==> src/rtl/segdec_pkg.sv <==
// Package: shared defaults and a helper for the segmented decoder.
// Assumes: codes are unsigned straight binary.
package segdec_pkg;
    localparam int DEF_CODE_W = 8;   // total code width
    localparam int DEF_MSB_W  = 5;   // bits decoded into coarse segments

    // Number of unary elements a binary field of width w can select.
    function automatic int unary_count(input int w);
        return (1 << w) - 1;
    endfunction
endpackage

==> src/rtl/segdec_code_latch.sv <==
// Module: holds the last loaded code and presents the code that the
// next edge will decode.
// Assumes: load_en_i is synchronous to clk.
module segdec_code_latch #(
    parameter int CODE_W = 8
) (
    input  logic              clk,
    input  logic              rst_n,
    input  logic [CODE_W-1:0] code_i,
    input  logic              load_en_i,
    output logic [CODE_W-1:0] next_code_o
);
    logic [CODE_W-1:0] held_q;

    // Capture the code on load; clear it on reset.
    always_ff @(posedge clk) begin
        if (!rst_n) begin
            held_q <= '0;
        end else if (load_en_i) begin
            held_q <= code_i;
        end
    end

    // Select the code the output stage will decode at this edge.
    always_comb begin
        next_code_o = load_en_i ? code_i : held_q;
    end
endmodule

==> src/rtl/segdec_thermo.sv <==
// Module: binary-to-thermometer decoder, purely combinational.
// Output bit k is set when the binary value exceeds k.
// Assumes: N_OUT = 2**BIN_W - 1.
module segdec_thermo #(
    parameter int BIN_W = 5,
    parameter int N_OUT = (1 << BIN_W) - 1
) (
    input  logic [BIN_W-1:0] bin_i,
    output logic [N_OUT-1:0] therm_o
);
    // One magnitude comparator per output position.
    for (genvar k = 0; k < N_OUT; k++) begin : g_cmp
        localparam logic [BIN_W-1:0] THRESH = BIN_W'(k);
        assign therm_o[k] = (bin_i > THRESH);
    end
endmodule

==> src/rtl/segdec_switch_drv.sv <==
// Module: registered complementary switch drive for one section.
// Awake: A follows the thermometer and B is its inverse.
// Asleep: both sides are cleared.
// Assumes: sleep_i is synchronous to clk.
module segdec_switch_drv #(
    parameter int WIDTH = 31
) (
    input  logic             clk,
    input  logic             rst_n,
    input  logic             sleep_i,
    input  logic [WIDTH-1:0] therm_i,
    output logic [WIDTH-1:0] a_o,
    output logic [WIDTH-1:0] b_o
);
    logic [WIDTH-1:0] a_q;
    logic [WIDTH-1:0] b_q;

    // Register the A and B drive, with reset and sleep overrides.
    always_ff @(posedge clk) begin
        if (!rst_n) begin
            a_q <= '0;
            b_q <= '1;
        end else if (sleep_i) begin
            a_q <= '0;
            b_q <= '0;
        end else begin
            a_q <= therm_i;
            b_q <= ~therm_i;
        end
    end

    // Drive the ports from the registers.
    always_comb begin
        a_o = a_q;
        b_o = b_q;
    end
endmodule

==> src/rtl/cs_segment_decoder.sv <==
// Module: top of the segmented current-switch decoder.
// Splits the code into a coarse field and a fine field, thermometer-
// decodes each, and registers complementary A/B drive for both.
// Assumes: a single clock domain and a synchronous active-low reset.
module cs_segment_decoder
    import segdec_pkg::*;
#(
    parameter int CODE_W = DEF_CODE_W,
    parameter int MSB_W  = DEF_MSB_W,
    parameter int LSB_W  = CODE_W - MSB_W,
    parameter int SEG_N  = (1 << MSB_W) - 1,
    parameter int UNIT_N = (1 << LSB_W) - 1
) (
    input  logic              clk,
    input  logic              rst_n,
    input  logic [CODE_W-1:0] code_i,
    input  logic              load_en_i,
    input  logic              sleep_i,
    output logic [SEG_N-1:0]  seg_a_o,
    output logic [SEG_N-1:0]  seg_b_o,
    output logic [UNIT_N-1:0] unit_a_o,
    output logic [UNIT_N-1:0] unit_b_o
);
    logic [CODE_W-1:0] next_code;
    logic [MSB_W-1:0]  coarse_field;
    logic [LSB_W-1:0]  fine_field;
    logic [SEG_N-1:0]  seg_therm;
    logic [UNIT_N-1:0] unit_therm;

    segdec_code_latch #(.CODE_W(CODE_W)) u_latch (
        .clk         (clk),
        .rst_n       (rst_n),
        .code_i      (code_i),
        .load_en_i   (load_en_i),
        .next_code_o (next_code)
    );

    // Split the code into its coarse and fine fields.
    always_comb begin
        coarse_field = next_code[CODE_W-1:LSB_W];
        fine_field   = next_code[LSB_W-1:0];
    end

    segdec_thermo #(.BIN_W(MSB_W), .N_OUT(SEG_N)) u_seg_dec (
        .bin_i   (coarse_field),
        .therm_o (seg_therm)
    );

    segdec_thermo #(.BIN_W(LSB_W), .N_OUT(UNIT_N)) u_unit_dec (
        .bin_i   (fine_field),
        .therm_o (unit_therm)
    );

    segdec_switch_drv #(.WIDTH(SEG_N)) u_seg_drv (
        .clk     (clk),
        .rst_n   (rst_n),
        .sleep_i (sleep_i),
        .therm_i (seg_therm),
        .a_o     (seg_a_o),
        .b_o     (seg_b_o)
    );

    segdec_switch_drv #(.WIDTH(UNIT_N)) u_unit_drv (
        .clk     (clk),
        .rst_n   (rst_n),
        .sleep_i (sleep_i),
        .therm_i (unit_therm),
        .a_o     (unit_a_o),
        .b_o     (unit_b_o)
    );
endmodule

==> config.mk <==
export PLATFORM = sky130hd
export DESIGN_NAME = cs_segment_decoder
export DESIGN_NICKNAME = d
export VERILOG_FILES = /design/src/rtl/segdec_pkg.sv /design/src/rtl/segdec_code_latch.sv /design/src/rtl/segdec_thermo.sv /design/src/rtl/segdec_switch_drv.sv /design/src/rtl/cs_segment_decoder.sv
export SDC_FILE = /design/constraint.sdc
export NUM_CORES = 1
export LEC_CHECK = 0
export ABC_AREA = 1
export BUFFER_PORTS_ARGS = -buffer_cell sky130_fd_sc_hd__buf_2
export CELL_PAD_IN_SITES_DETAIL_PLACEMENT = 0
export CELL_PAD_IN_SITES_GLOBAL_PLACEMENT = 1
export CORE_MARGIN = 2
export CORE_UTILIZATION = 39
export CTS_BUF_LIST = sky130_fd_sc_hd__clkbuf_16
export DETAILED_ROUTE_END_ITERATION = 7
export GPL_ROUTABILITY_DRIVEN = 0
export PLACE_DENSITY_LB_ADDON = 0.1
export SLEW_MARGIN = 20
export SYNTH_ARGS = -nofsm -noshare
export SYNTH_HDL_FRONTEND = slang
export SYNTH_SLANG_ARGS = --single-unit
==> constraint.sdc <==
create_clock -name clk -period 1.58 [get_ports clk]
set_input_delay 0.158 -clock clk [delete_from_list [all_inputs] [get_ports clk]]
set_output_delay 0.158 -clock clk [all_outputs]
set_load 0.01 [all_outputs]
# ---- After elaboration in Yosys (flattened, before gate mapping)
# Index checks and enable logic that the tools add are counted.
dict set report totals {
  inputBits 12
  register_bits 84
  output_inout_bits 76
}
dict set report classes {
  n_reduce_logical 1
  n_bitwise 3
  n_mux 3
  order_cmp 38
}
# op n
set ops {}
lappend ops {{> comparator 5 bit (second input constant)} 15}
lappend ops {{> comparator 5 x 4 -> 1 bit (second input constant)} 8}
lappend ops {{2-to-1 mux 31 bit} 1}
lappend ops {{inverter 31 bit} 1}
lappend ops {{> comparator 5 x 3 -> 1 bit (second input constant)} 4}
lappend ops {{> comparator 5 x 1 -> 1 bit (second input constant)} 2}
lappend ops {{> comparator 5 x 2 -> 1 bit (second input constant)} 2}
lappend ops {{> comparator 3 bit (second input constant)} 3}
lappend ops {{2-to-1 mux 8 bit} 1}
lappend ops {{2-to-1 mux 7 bit} 1}
lappend ops {{inverter 7 bit} 1}
lappend ops {{> comparator 3 x 1 -> 1 bit (second input constant)} 2}
lappend ops {{> comparator 3 x 2 -> 1 bit (second input constant)} 2}
lappend ops {{OR reduction 2 bit} 1}
lappend ops {{inverter 1 bit} 1}

# ---- Longest topological paths before layout
dict set report logic_depth {
  depth_word 4
  depth_mapped 8
  mapped_depth_nobuf 8
}

# ---- By module
# A second synthesis with hierarchy kept.
dict set report hier_totals {
  cells_unflattened 345
  area_unflattened_um2 2836.5
}
# mod instances cells_each area_per_inst_um2
set by_module_without_submodules {}
lappend by_module_without_submodules {{segdec_switch_drv at u_seg_drv} 1 166 1727.9}
lappend by_module_without_submodules {segdec_code_latch 1 67 394.1}
lappend by_module_without_submodules {{segdec_switch_drv at u_unit_drv} 1 37 377.9}
lappend by_module_without_submodules {{segdec_thermo at u_seg_dec} 1 64 292.8}
lappend by_module_without_submodules {{segdec_thermo at u_unit_dec} 1 11 43.8}

# ---- Worst setup path after synthesis
# OpenSTA, ideal clock, no wires.
dict set report synth_path {
  path_type {register to register}
  start {register u_latch.held_q[6]}
  end {register u_seg_drv.b_q[26], in the netlist u_seg_drv.b_o[26]}
  stages_incl_launch_ff 8
  path_buffers 0
  setup_slack_ns 0.559
  t_arrival_ns 0.896
  setup_ns 0.125
  path_cell_list {dfxtp_1 > inv_1 > nand2_1 > nand2_4 > nor2_2 > nand2_1 > nand3_1 > nand2_1}
}
dict set report synth_via {
  elab_chain_cells 4
}
# item line_no
set synth_lines {}
lappend synth_lines {{from (decl)} segdec_code_latch.sv:13} ;# logic [CODE_W-1:0] held_q;
lappend synth_lines {{from (signal assigned)} segdec_code_latch.sv:20} ;# held_q <= code_i;
lappend synth_lines {{2-to-1 mux 8 bit} segdec_code_latch.sv:26} ;# next_code_o = load_en_i ? code_i : held_q;
lappend synth_lines {{> comparator 5 bit} segdec_thermo.sv:14} ;# assign therm_o[k] = (bin_i > THRESH);
lappend synth_lines {{inverter 31 bit} segdec_switch_drv.sv:28} ;# b_q <= ~therm_i;
lappend synth_lines {{2-to-1 mux 31 bit} segdec_switch_drv.sv:23} ;# end else if (sleep_i) begin
lappend synth_lines {{to (signal assigned)} segdec_switch_drv.sv:28}
lappend synth_lines {{to (decl)} segdec_switch_drv.sv:16} ;# logic [WIDTH-1:0] b_q;
# No other way between the ends.
# A chain may end at the register's enable or synchronous reset.

# ---- Final worst setup path
dict set report layout_path {
  start {register u_latch.held_q[4]}
  end {register u_seg_drv.b_q[2], in the netlist u_seg_drv.b_o[2]}
}
dict set report layout_via {
  elab_chain_cells 4
}
# item line_no
set layout_lines {}
lappend layout_lines {{2-to-1 mux 8 bit} segdec_code_latch.sv:26}
lappend layout_lines {{> comparator 5 x 2 -> 1 bit} segdec_thermo.sv:14}
lappend layout_lines {{inverter 31 bit} segdec_switch_drv.sv:28}
lappend layout_lines {{2-to-1 mux 31 bit} segdec_switch_drv.sv:23}
# No other way between the ends.

==> summary.txt <==
Status
  • Outcome: completed

Die
  • Ports: between 80 and 90
  • Die Area: 7580 um^2
  • DIE WIDTH: 87.1 um
  • Core area: ~6700 um^2
  • Rows: 30
  • Initial Utilization: 0.401
  • Die Y: 87.1 um

Pwr
  • PD cells: 1390 nW/um^2
  • VDD IR max: 0.705 mV
  • Leakage power: roughly 1.8 nW

Clock tree
  • Post-cts resize count: 0
  • CTS buffer count: 9
  • H-tree depth: 3
  • TritonCTS clock tree: built
  • Post-CTS Setup Bufs: 0
  • CTS Sinks: 84
  • Worst-path clk slew: ~60 ps
  • Clock network latency to the later pin of the worst-skew pair: 330 ps
  • Longest Clk Path Bufs: 2
  • Clock root buffer: clkbuf_16
  • CTS Hold Bufs: 0

Final layout
  • Most frequent cells in the layout: buf_2 (87), dfxtp_1 (84), nand2_1 (67)
  • Layout fillers: 668
  • Leading cell type in the layout, fill and taps excluded: buf_2
  • Final Net Count: 409
  • Final Cell Area: 3510 um^2
  • Diodes inserted: 0
  • Layout cells sized above 1: 0.326
  • Layout area overhead: 30.3%

Routing
  • Total wire length: 6.40 mm
  • DRC: 0
  • Routed wl met2: between 2 and 3 mm
  • DRT Pass-1 Iters: 4
  • Routed wire per std cell: around 13 um
  • Via count: ~2.2k
  • Post-route met1 wirelength: about 3.1 mm
  • Antenna viol nets, final: 0
  • Via/cell ratio: 4.54
  • Drt initial violations: 92
  • Highest routed layer: met4
  • Met3 WL: between 200 and 300 um

Flow run
  • Max_cap viols: 0

Setup path
  • CP Max Fanout: 8
  • Reg-to-reg critical path endpoint: u_seg_drv.b_o[2]$_SDFF_PN1_
  • Crit. End Element: flip-flop
  • CP max stage cell: nor2_1
  • Reg2reg path depth: 7
  • Crit path kind: reg2reg
  • Crit path largest cell delay: 380 ps
  • RR Startpoint: u_latch.held_q[4]$_SDFF_PN0_
  • Worst path bufs/invs: 1
  • Worst R2R Setup Slack: approximately 300 ps
  • CP Launch Type: flip-flop
  • Crit path DAT: about 1500 ps
  • Worst Path Required: about 1800 ps
  • Crit-path most repeated cell: nand2_1
  • Cell Chain, Critical Path: inv_1, nand2_1, nand2_2, nor2_1, nor2_1, nand2_1, nand2_1
  • CP delay by family, top: simple AND/OR/NAND/NOR gates

Synth
  • Synth warn: 0
  • Cell Area, Synth: 2690 um^2
  • Post-Syn Nets: 313
  • Part of the Yosys area used for sequential elements: 0.625
  • Main synth FF type: dfxtp_1
  • Async set-reset flop share out of synthesis: 0
  • Number of flops mapped to enable cells by yosys: 0
  • Synth Register Bits: 84
  • Avg Cell Area, Syn: 8.95 um^2
  • Post-Syn Instances: 301
  • Yosys cell types: 24

Global route
  • Vias in the first global route: 2,078
  • Total GRT Usage: 0.179
  • First-pass GRT wire length: ~10 mm
  • Initial antenna violation count: 0
  • Largest net degree at the start of global routing: 18
  • Total grt overflow: 0

Timing
  • Post-layout min period: 1280 ps
  • Sum of negative setup slack: 0 ps
  • Tightest Pin Transition: 414 ps
  • Final number of hold-violating endpoints: 0
  • Clk_skew: 4.88 ps
  • RSZ-0062 raised after global routing: false
  • Max Slew Vio Count: 0
  • Period utilization: 0.812
  • Setup Viol. Count Final: 0
  • Slew headroom: 0.723
  • Max frequency: 780 MHz

Place
  • Post-DP Area: 3220 um^2
  • Hpwl dp: 4.82 mm
  • IO buf count: 87

Min path
  • Hold Crit Endpoint: u_latch.held_q[2]$_SDFF_PN0_
  • Min-Delay Startpoint: rst_n
  • Worst Hold Depth: 3
  • Hold WC Path Type: in2reg
==> through the flow <==
| step | cells | setup slack (ps) | power (mW) | hold slack (ps) | utilization |
|---|---|---|---|---|---|
| finish | 482 | 297 | 4.87 | 126 | 0.522 |
| global route | 482 | 175 | 5.07 | 146 | 0.522 |
| CTS | 482 | 293 | 4.91 | 126 | 0.522 |
| detailed placement | 466 | 97.9 | 2.94 | 461 | 0.480 |
| global placement | 466 | 122 | 2.94 | 460 | 0.480 |
| floorplan | 301 | 559 | 2.70 | 330 | - |
==> cell type report <==
cell class | instances | area, um^2 | share of cell area
sequential | 84 | 1680 | 0.479
multi-input combinational | 174 | 827 | 0.236
timing repair buffer | 94 | 488 | 0.139
clock buffer | 9 | 225 | 0.0642
inverter | 34 | 128 | 0.0364
tap | 80 | 100 | 0.0285
clock inverter | 7 | 60.1 | 0.0171
==> synthesized netlist by cell type (2+ instances only) <==
library cell,n,area share
dfxtp_1,84,0.62
nand2_1,67,0.093
nor2_1,37,0.052
inv_1,30,0.042
a21oi_1,25,0.046
nand3_1,9,0.017
a31oi_1,6,0.014
nand2_2,6,0.014
nand2_4,4,0.017
nor2_2,4,0.0093
nor2_4,4,0.017
nor3_1,4,0.0074
buf_2,3,0.0056
clkbuf_1,3,0.0042
inv_2,3,0.0042
o21ai_1,3,0.0056
buf_6,2,0.0084
==> registers in the layout, indices dropped and copies added (netlist names) <==
register and cells:
u_seg_drv.a_o 31, u_seg_drv.b_o 31, u_latch.held_q 8, u_unit_drv.a_o 7
u_unit_drv.b_o 7
==> worst max-delay path by stage <==
stage	start	endpoint	slack (ps)	cells past startpoint
after floorplan	u_latch.held_q[6]$_SDFF_PN0_	u_seg_drv.b_o[26]$_SDFF_PN1_	560	7
after global placement	load_en_i	u_seg_drv.b_o[2]$_SDFF_PN1_	120	8
after detailed placement	load_en_i	u_seg_drv.b_o[2]$_SDFF_PN1_	100	8
after CTS	u_latch.held_q[4]$_SDFF_PN0_	u_seg_drv.b_o[2]$_SDFF_PN1_	290	7
after global routing	u_latch.held_q[4]$_SDFF_PN0_	u_seg_drv.b_o[2]$_SDFF_PN1_	170	7
final	u_latch.held_q[4]$_SDFF_PN0_	u_seg_drv.b_o[2]$_SDFF_PN1_	300	7
==> power breakdown <==
| group | total (mW) | internal (mW) | switching (mW) |
|---|---|---|---|
| Sequential | 2.30 | 2.27 | 0.0366 |
| Clock | 1.98 | 1.20 | 0.774 |
| Combinational | 0.589 | 0.201 | 0.388 |
==> routing by layer <==
layer / vias to the layer above / track usage
met2: 61 / 0.276
met5: - / 0
met4: 0 / 0.0671
li1: 1127 / -
met3: 9 / 0.0427
met1: 990 / 0.244
==> logic make-up after synthesis <==
kind of cell / after synthesis / share of synthesized area
simple gates: 137 / 0.233
flops: 84 / 0.625
buf+inv: 43 / 0.0683
compound gates: 37 / 0.0739
==> worst register-to-register path, cell delays in order (launching register included) <==
cell and delay (ps):
dfxtp_1 320, inv_1 40, nand2_1 70, nand2_2 120, nor2_1 380, nor2_1 120
nand2_1 80, nand2_1 50
No activity file was read; power rests on OpenSTA's default activity.
